==> config.mk <==
export PLATFORM = sky130hd
export DESIGN_NAME = tri_timer
export DESIGN_NICKNAME = d
export VERILOG_FILES = /design/src/rtl/tri_timer_pkg.sv /design/src/rtl/tri_timer_presc.sv /design/src/rtl/tri_timer_chan.sv /design/src/rtl/tri_timer_irqsel.sv /design/src/rtl/tri_timer.sv
export SDC_FILE = /design/constraint.sdc
export NUM_CORES = 1
export LEC_CHECK = 0
export CORE_AREA = 3 3 196 198
export DETAILED_ROUTE_END_ITERATION = 8
export DIE_AREA = 0 0 199 201
export GPL_ROUTABILITY_DRIVEN = 1
export RECOVER_POWER = 100
export SLEW_MARGIN = 10
export SYNTH_ARGS = -nofsm -noshare
export SYNTH_HDL_FRONTEND = slang
export SYNTH_SLANG_ARGS = --single-unit
==> constraint.sdc <==
create_clock -name clk -period 3.62 [get_ports clk]
set_clock_uncertainty 0.15 [all_clocks]
set_input_delay 1.086 -clock clk [delete_from_list [all_inputs] [get_ports clk]]
set_output_delay 1.086 -clock clk [all_outputs]
set_load 0.02 [all_outputs]
==> src/rtl/tri_timer_pkg.sv <==
package tri_timer_pkg;

  // Control word bit positions visible to software
  localparam int CTRL_IE_BIT   = 4;
  localparam int CTRL_FLAG_BIT = 7;

  // Prescaler counter wide enough for the largest divider (256)
  localparam int PRE_W = 8;

  typedef struct packed {
    logic       flag;
    logic       ie;
    logic [1:0] psel;
  } ctrl_t;

  // Terminal value of the prescaler for a rate code: 4 << (2*code) minus one
  function automatic logic [PRE_W-1:0] presc_limit(input logic [1:0] code);
    case (code)
      2'd0:    presc_limit = PRE_W'(3);
      2'd1:    presc_limit = PRE_W'(15);
      2'd2:    presc_limit = PRE_W'(63);
      default: presc_limit = PRE_W'(255);
    endcase
  endfunction

endpackage

==> src/rtl/tri_timer_presc.sv <==
module tri_timer_presc
  import tri_timer_pkg::*;
(
  input  logic       clk,
  input  logic       rst_n,
  input  logic       run,
  input  logic       pclk_en,
  input  logic [1:0] psel,
  output logic       tick
);

  logic [PRE_W-1:0] pcnt_q;
  logic [PRE_W-1:0] limit;

  assign limit = presc_limit(psel);
  // ">=" lets a lowered rate code take effect without waiting for a wrap
  assign tick  = run && pclk_en && (pcnt_q >= limit);

  always_ff @(posedge clk or negedge rst_n) begin
    if (!rst_n)       pcnt_q <= '0;
    else if (!run)    pcnt_q <= '0;
    else if (tick)    pcnt_q <= '0;
    else if (pclk_en) pcnt_q <= pcnt_q + PRE_W'(1);
  end

endmodule

==> src/rtl/tri_timer_chan.sv <==
module tri_timer_chan
  import tri_timer_pkg::*;
#(
  parameter int CNT_W = 32
) (
  input  logic             clk,
  input  logic             rst_n,
  input  logic             run,
  input  logic             tick,
  input  logic             wr_cnt,
  input  logic             wr_reload,
  input  logic             wr_ctrl,
  input  logic [CNT_W-1:0] wdata,
  output logic [CNT_W-1:0] cnt_q,
  output logic [CNT_W-1:0] reload_q,
  output ctrl_t            ctrl_q,
  output logic             irq
);

  logic wrap;

  assign wrap = tick && (cnt_q == '0);
  assign irq  = ctrl_q.flag && ctrl_q.ie;

  always_ff @(posedge clk or negedge rst_n) begin
    if (!rst_n) begin
      cnt_q    <= '1;
      reload_q <= '1;
      ctrl_q   <= '0;
    end else begin
      if (wr_cnt)    cnt_q <= wdata;
      else if (wrap) cnt_q <= reload_q;
      else if (tick) cnt_q <= cnt_q - CNT_W'(1);

      if (wr_reload) reload_q <= wdata;

      if (wr_ctrl) begin
        ctrl_q.psel <= wdata[1:0];
        ctrl_q.ie   <= wdata[CTRL_IE_BIT];
      end

      if (wrap)                                  ctrl_q.flag <= 1'b1;
      else if (wr_ctrl && !wdata[CTRL_FLAG_BIT]) ctrl_q.flag <= 1'b0;
    end
  end


  hold_when_stopped_chk: assert property (@(posedge clk) disable iff (!rst_n)
    (!run && !wr_cnt) |=> $stable(cnt_q));


  step_down_chk: assert property (@(posedge clk) disable iff (!rst_n)
    (tick && cnt_q != '0 && !wr_cnt) |=> (cnt_q == $past(cnt_q) - CNT_W'(1)));


  reload_on_wrap_chk: assert property (@(posedge clk) disable iff (!rst_n)
    (tick && cnt_q == '0 && !wr_cnt && !wr_reload) |=> (cnt_q == $past(reload_q)));


  flag_on_wrap_chk: assert property (@(posedge clk) disable iff (!rst_n)
    (tick && cnt_q == '0) |=> ctrl_q.flag);


  ack_clears_chk: assert property (@(posedge clk) disable iff (!rst_n)
    (wr_ctrl && !wdata[CTRL_FLAG_BIT] && !(tick && cnt_q == '0)) |=> !ctrl_q.flag);


  sw_write_wins_chk: assert property (@(posedge clk) disable iff (!rst_n)
    wr_cnt |=> (cnt_q == $past(wdata)));

endmodule

==> src/rtl/tri_timer_irqsel.sv <==
module tri_timer_irqsel #(
  parameter int          CH_N     = 3,
  parameter int          CODE_W   = 12,
  parameter int unsigned EVT_BASE = 32'h400,
  parameter int unsigned EVT_STEP = 32'h20
) (
  input  logic [CH_N-1:0]   irq,
  output logic              irq_any,
  output logic [CODE_W-1:0] irq_code
);

  always_comb begin
    irq_code = '0;
    // Scan downward so the lowest-numbered requester is assigned last
    for (int i = CH_N - 1; i >= 0; i--) begin
      if (irq[i]) irq_code = CODE_W'(EVT_BASE + EVT_STEP * i);
    end
  end

  assign irq_any = |irq;


  code_idle_chk: assert final (irq_any || irq_code == '0);

endmodule

==> src/rtl/tri_timer.sv <==
module tri_timer
  import tri_timer_pkg::*;
#(
  parameter int          CH_N     = 3,
  parameter int          CNT_W    = 32,
  parameter int          ADDR_W   = 4,
  parameter int          CODE_W   = 12,
  parameter int unsigned EVT_BASE = 32'h400,
  parameter int unsigned EVT_STEP = 32'h20
) (
  input  logic              clk,
  input  logic              rst_n,
  input  logic              pclk_en,
  input  logic              bus_sel,
  input  logic              bus_we,
  input  logic [ADDR_W-1:0] bus_addr,
  input  logic [CNT_W-1:0]  bus_wdata,
  output logic [CNT_W-1:0]  bus_rdata,
  output logic [CH_N-1:0]   irq,
  output logic              irq_any,
  output logic [CODE_W-1:0] irq_code
);

  localparam logic [ADDR_W-1:0] START_OFS = '0;
  localparam int                BLK_WORDS = 4;

  logic             wr_en;
  logic [CH_N-1:0]  start_q;
  logic [CH_N-1:0]  wr_cnt, wr_reload, wr_ctrl, tick;
  logic [CNT_W-1:0] cnt_all    [CH_N];
  logic [CNT_W-1:0] reload_all [CH_N];
  ctrl_t            ctrl_all   [CH_N];

  assign wr_en = bus_sel && bus_we;

  always_ff @(posedge clk or negedge rst_n) begin
    if (!rst_n)                              start_q <= '0;
    else if (wr_en && bus_addr == START_OFS) start_q <= bus_wdata[CH_N-1:0];
  end

  for (genvar g = 0; g < CH_N; g++) begin : g_ch
    localparam logic [ADDR_W-1:0] BASE = ADDR_W'((g + 1) * BLK_WORDS);

    assign wr_cnt[g]    = wr_en && (bus_addr == BASE);
    assign wr_reload[g] = wr_en && (bus_addr == BASE + ADDR_W'(1));
    assign wr_ctrl[g]   = wr_en && (bus_addr == BASE + ADDR_W'(2));

    tri_timer_presc u_presc (
      .clk     (clk),
      .rst_n   (rst_n),
      .run     (start_q[g]),
      .pclk_en (pclk_en),
      .psel    (ctrl_all[g].psel),
      .tick    (tick[g])
    );

    tri_timer_chan #(.CNT_W(CNT_W)) u_chan (
      .clk       (clk),
      .rst_n     (rst_n),
      .run       (start_q[g]),
      .tick      (tick[g]),
      .wr_cnt    (wr_cnt[g]),
      .wr_reload (wr_reload[g]),
      .wr_ctrl   (wr_ctrl[g]),
      .wdata     (bus_wdata),
      .cnt_q     (cnt_all[g]),
      .reload_q  (reload_all[g]),
      .ctrl_q    (ctrl_all[g]),
      .irq       (irq[g])
    );
  end

  always_comb begin
    bus_rdata = '0;
    if (bus_sel && !bus_we) begin
      if (bus_addr == START_OFS) bus_rdata[CH_N-1:0] = start_q;
      for (int g = 0; g < CH_N; g++) begin
        if (bus_addr == ADDR_W'((g + 1) * BLK_WORDS))
          bus_rdata = cnt_all[g];
        if (bus_addr == ADDR_W'((g + 1) * BLK_WORDS + 1))
          bus_rdata = reload_all[g];
        if (bus_addr == ADDR_W'((g + 1) * BLK_WORDS + 2)) begin
          bus_rdata[1:0]           = ctrl_all[g].psel;
          bus_rdata[CTRL_IE_BIT]   = ctrl_all[g].ie;
          bus_rdata[CTRL_FLAG_BIT] = ctrl_all[g].flag;
        end
      end
    end
  end

  tri_timer_irqsel #(
    .CH_N     (CH_N),
    .CODE_W   (CODE_W),
    .EVT_BASE (EVT_BASE),
    .EVT_STEP (EVT_STEP)
  ) u_irqsel (
    .irq      (irq),
    .irq_any  (irq_any),
    .irq_code (irq_code)
  );


  stopped_no_tick_chk: assert property (@(posedge clk) disable iff (!rst_n)
    $onehot0(tick & start_q) || ((tick & ~start_q) == '0));


  ack_drops_irq_chk: assert property (@(posedge clk) disable iff (!rst_n)
    (wr_ctrl[0] && !bus_wdata[CTRL_FLAG_BIT] && !tick[0]) |=> !irq[0]);

endmodule

# Word level (Yosys, flattened, before mapping)
# Cells that the tools add are included.
word_totals:
  register_bits: 231
  out_inout_bits: 48
  wordCells: 136
classes:
  order_cmp: 3
  add_sub_neg: 6
  n_mux: 47
  n_eq_ne: 18
  n_reduce_logical: 43
op_table:
  columns: ["operator", "count"]
  rows:
  - ["32-bit two-way mux", 16]
  - ["32-bit logical NOT", 3]
  - ["32-bit by 1-bit subtractor with 32-bit output (second input constant)", 3]
  - ["8-bit two-way mux", 9]
  - ["8-bit case mux with 3 select lines", 3]
  - ["11-bit two-way mux", 3]
  - ["1-bit logical AND", 27]
  - ["8-bit by 1-bit adder with 8-bit output (second input constant)", 3]
  - ["4-bit equality test (second input constant)", 6]
  - ["8-bit >= comparator", 3]
  - ["4-bit by 3-bit equality test with 1-bit output (second input constant)", 3]
  - ["1-bit two-way mux", 12]
  - ["3-bit by 2-bit != test with 1-bit output (second input constant)", 3]
  - ["3-bit nonzero test", 3]
  - ["2-bit by 1-bit equality test with 1-bit output (second input constant)", 3]
  - ["2-bit equality test (second input constant)", 3]
  - ["2-bit logical NOT", 3]
  - ["2-bit two-way mux", 3]
  - ["2-bit nonzero test", 3]
  - ["4-bit logical NOT", 1]
  - ["3-bit two-way mux", 1]
  - ["3-bit OR reduction", 1]
  - ["1-bit logical NOT", 2]

# Logic depth before layout (Yosys ltp)
logic_depth:
  word_depth: 12
  ltp_mapped: 10

# Modules after synthesis
# Synthesis repeated with hierarchy kept, for this count alone.
hier_totals:
  hier_cells: 1563
  area_unflattened_um2: 15093.2
by_module_without_submodules:
  columns: ["module", "area_each_um2", "cells_each", "instances"]
  rows:
  - ["tri_timer_chan (g_ch[1].u_chan ...)", 3797.4, 369, 2]
  - ["tri_timer_chan (g_ch[0].u_chan)", 3773.6, 368, 1]
  - ["tri_timer", 1945.6, 263, 1]
  - ["tri_timer_presc", 560.5, 60, 3]
  - ["tri_timer_irqsel", 97.6, 14, 1]

# Least setup slack after synthesis
# Ideal clock, no wire load.
synth_path:
  path_kind: "input -> output"
  from: "in bus_addr[0]"
  to: "out bus_rdata[22]"
  stages: 6
  setup_slack_ps: -325
  t_arrival_ps: 2709
  path_cell_list: "clkbuf_1 -> nand2b_1 -> nor2_1 -> clkbuf_1 -> a22oi_1 -> a31oi_1"
synth_between:
  elab_chain_len: 8
  elab_cells_between_ends: 13
  classes_between: "eq/ne: 6; mux: 7"
synth_lines:
  columns: ["element", "line_no", "text"]
  rows:
  - ["start, declared", "tri_timer.sv:16", "input logic [ADDR_W-1:0] bus_addr,"]
  - ["4-bit by 3-bit equality test with 1-bit output", "tri_timer.sv:78", "if (bus_addr == ADDR_W'((g + 1) * BLK_WORDS))"]
  - ["32-bit two-way mux", "tri_timer.sv:78", null]
  - ["32-bit two-way mux", "tri_timer.sv:80", "if (bus_addr == ADDR_W'((g + 1) * BLK_WORDS + 1))"]
  - ["32-bit two-way mux", "tri_timer.sv:78", null]
  - ["32-bit two-way mux", "tri_timer.sv:80", null]
  - ["32-bit two-way mux", "tri_timer.sv:78", null]
  - ["32-bit two-way mux *", "tri_timer.sv:80", null]
  - ["32-bit two-way mux *", "tri_timer.sv:75", "if (bus_sel && !bus_we) begin"]
  - ["end, declared", "tri_timer.sv:18", "output logic [CNT_W-1:0] bus_rdata,"]
# Mark *: on every way between the ends. The rest lies on a longest branch, timed or not.

# Worst setup path after layout
layout_path:
  from: "in bus_addr[0]"
  to: "out bus_rdata[2]"
layout_between:
  elab_chain_len: 9
  elab_cells_between_ends: 15
  classes_between: "eq/ne: 6; mux: 8; reduce/logical: 1"
layout_lines:
  columns: ["element", "line_no", "text"]
  rows:
  - ["4-bit logical NOT", "tri_timer.sv:76", "if (bus_addr == START_OFS) bus_rdata[CH_N-1:0] = start_q;"]
  - ["3-bit two-way mux", "tri_timer.sv:76", null]
  - ["32-bit two-way mux", "tri_timer.sv:78", null]
  - ["32-bit two-way mux", "tri_timer.sv:80", null]
  - ["32-bit two-way mux", "tri_timer.sv:78", null]
  - ["32-bit two-way mux", "tri_timer.sv:80", null]
  - ["32-bit two-way mux", "tri_timer.sv:78", null]
  - ["32-bit two-way mux *", "tri_timer.sv:80", null]
  - ["32-bit two-way mux *", "tri_timer.sv:75", null]
# Marks and branches as above.

==> key figures <==
Worst setup path
  – WS Path Type: in2out
  – Crit end category: output port
  – Max incr delay on CP: 0.22 ns
  – CP Cell Sequence: buf_12 > buf_6 > buf_4 > nand2b_4 > nor2_4 > buf_12 > clkbuf_16 > a22oi_1 > a31oi_2 > buf_4
  – R2R setup slack: 0.18 ns
  – Crit path DAT: 2.48 ns
  – CP Launch Type: input pin
  – Req. time, crit path: between 2 and 2.5 ns
  – Crit-path max FO: 7
  – Critical Path Slowest Stage Cell: a22oi_1

Power
  – Tot Pwr: 9140 uW
  – Peak supply drop: about 340 uV
  – P_leak: 0.00690 uW
  – P per Cell Area: 499 mW/mm^2

Floorplan
  – Core Area: 0.0367 mm^2
  – Die Wd: 199 um
  – # rows: 70
  – I/O pin count: 89
  – Die area: 0.0400 mm^2
  – Die height: roughly 200 um
  – Initial Util: 0.399

Yosys
  – Ranking of synthesized cells by area: dfstp_2 (34%), mux2_2 (8.4%), dfrtp_1 (6.7%)
  – Unique masters post-synth: 67
  – Seq/Total Area, Yosys: 0.411
  – Leading area contributor after synthesis: dfstp_2
  – Ys Warns: 0
  – Post-synthesis sequential element count: 231
  – Cell with the most instances after synthesis: dfstp_2
  – Top cell type's share of synthesized area: 0.344
  – Mapped Cells: approximately 1,600
  – Number of synthesized flops with an enable pin: 0
  – Mapped Area: between 0.01 and 0.015 mm^2
  – Async set-reset flop share out of synthesis: 1.00
  – Syn avg cell area: 9.03 um^2
  – Synth cell count leaders: dfstp_2 (192), a21oi_1 (141), nor2_1 (139), o21ai_0 (118)
  – Main flop type after synthesis: dfstp_2

Drt
  – Drt wl/cell: 25.4 um
  – DR vias/cell: 6.29
  – DRC Markers: 0
  – First DRT Iteration DRCs: 1,878
  – DRT Wirelength: 56,600 um
  – Final ANT Viol Nets: 0
  – Routed vias: 14,000
  – Pre-antenna DRT Iters: 6

Run
  – Max-Cap Viols: 1

GRT
  – Largest net degree at the start of global routing: 58
  – Initial antenna violation count: 1
  – GRT Total Usage: 0.271
  – Grt total ovfl: 0
  – First-pass GRT wire length: 83,600 um
  – Vias in the first global route: approximately 13,000

STA
  – Final WS setup: -0.0943 ns
  – Peak Freq: 269 MHz
  – Final hold vios: 0
  – Final period utilization: 1.03
  – Min Tclk post-route: 3.71 ns
  – Worst-Margin Slew: 1.50 ns
  – Worst slew margin: 0.00187
  – RSZ-0062 raised after global routing: true
  – Slew Limit Fails: 0
  – Final setup viols: 21

Clock tree
  – Clock-pin transition on the worst setup and hold timing paths: 0.06 ns
  – Clk sinks: 231
  – CTS Root Cell: clkbuf_16
  – H-tree depth: 1
  – Total CTS buffers: 28
  – Clock Tree Buf Depth: 3
  – Clock latency on the worst-skew pair: 0.56 ns
  – CTS Hold Buffers Added: 0
  – CTS tree: yes

Status
  – Failing checks: capacitance limit, setup timing
  – Outcome: finished with violations

Final layout
  – Final Instance Area: ~0.018 mm^2
  – Final nets: 1,802
  – Ant. Diodes: 0
  – Filler cell count: 3,395
  – Area of the multi-input gates: 0.00859 mm^2
  – Area Overhead vs Synth: 25.0%
  – Register area: ~0.006 mm^2
  – Layout cell share with drive strength beyond 1: 0.349

Placed design
  – Post-DP HPWL: 40,000 um
  – Placed cell area: 0.0168 mm^2
  – Final RePlAce weighted congestion: between 0.9 and 1
  – Setup WS pre-CTS: -1.07 ns
  – Port buffer count: 79

Hold path
  – Hold WC Path Type: reg2reg
per-layer routing:
metal | part of all wire | wire, um | global-route usage
met5 | 0 | 0 | 0
met2 | 0.43 | 24400 | 0.395
met3 | 0.10 | 5790 | 0.0634
met4 | 0.022 | 1260 | 0.0590
met1 | 0.44 | 25200 | 0.408
power breakdown:
part           switching, uW  internal, uW
clock                   1160          1730
combinational            982           916
sequential               928          3430
total                   3060          6070
registers in the layout, indices dropped and copies added (netlist names):
signal / cells
start_q: 3
g_ch.u_chan.reload_q: 96
g_ch.u_presc.pcnt_q: 24
g_ch.u_chan.cnt_q: 96
g_ch.u_chan.ctrl_q: 12
through the flow:
| stage | hold WS, ns | util | std cells | setup TNS (ns) |
|---|---|---|---|---|
| global placement | 0.330 | 0.457 | 2145 | -30.12 |
| finish | 0.338 | 0.499 | 2230 | -0.692 |
| CTS | 0.310 | 0.495 | 2219 | -2.93 |
| floorplan | 0.302 | - | 1631 | -0.402 |
| global route | 0.367 | 0.499 | 2230 | -1.74 |
| detailed placement | 0.329 | 0.457 | 2145 | -31.02 |
critical path: cells and delay by family:
kind	cells	cell delay, ns
buf+inv	6	0.85
simple gates	2	0.17
compound gates	2	0.37
repair_timing:
| item | in CTS | in global routing |
|---|---|---|
| resized for setup | 232 | 56 |
| endpoints found under the setup margin | 32 | 32 |
| pin swaps | 29 | 44 |
| gates cloned | 8 | 3 |
| setup buffers | 15 | 11 |
worst paths after layout:
check	start	endpoint	cells past startpoint
max	bus_addr[0]	bus_rdata[2]	10
min	g_ch[1].u_presc.pcnt_q[7]	g_ch[1].u_presc.pcnt_q[7]	1
max reg2reg	g_ch[2].u_chan.cnt_q[7]	g_ch[2].u_chan.cnt_q[17]	8
min reg2reg	g_ch[1].u_presc.pcnt_q[7]	g_ch[1].u_presc.pcnt_q[7]	1
max in group asynchronous	rst_n	g_ch[1].u_chan.ctrl_q[3]	2
min in group asynchronous	rst_n	g_ch[2].u_presc.pcnt_q[0]	1
layout by cell type, fill, tap and decap left out, types with 29 or more instances in the layout:
cell type	count
nand3_1	46
nand2_1	108
o21ai_0	112
clkbuf_16	31
a22oi_1	39
nor2_1	133
mux2_2	107
a22oi_2	47
buf_4	96
dfrtp_1	39
nor3_1	40
a21oi_1	138
clkdlybuf4s50_1	33
and3_1	29
xnor2_1	35
o211ai_1	32
dfstp_2	190
cells by family (layout without fill, tap and decap cells):
family | count (synthesis) | after routing | share of synthesized area
compound gates | 530 | 530 | 0.227
simple gates | 504 | 504 | 0.170
flops | 231 | 231 | 0.411
buf+inv | 154 | 285 | 0.0443
mux | 124 | 124 | 0.0940
xor+xnor | 58 | 58 | 0.0347
fa+ha+maj | 21 | 21 | 0.0179
other cells | 1 | 9 | 0.000256
cell type report:
cell class	instances	share of cell area
timing repair buffer	208	0.114
inverter	25	0.00512
tap	468	0.0320
clock buffer	42	0.0456
sequential	231	0.329
clock inverter	10	0.00588
multi-input combinational	1246	0.469
(Power assumes the default switching activity.)
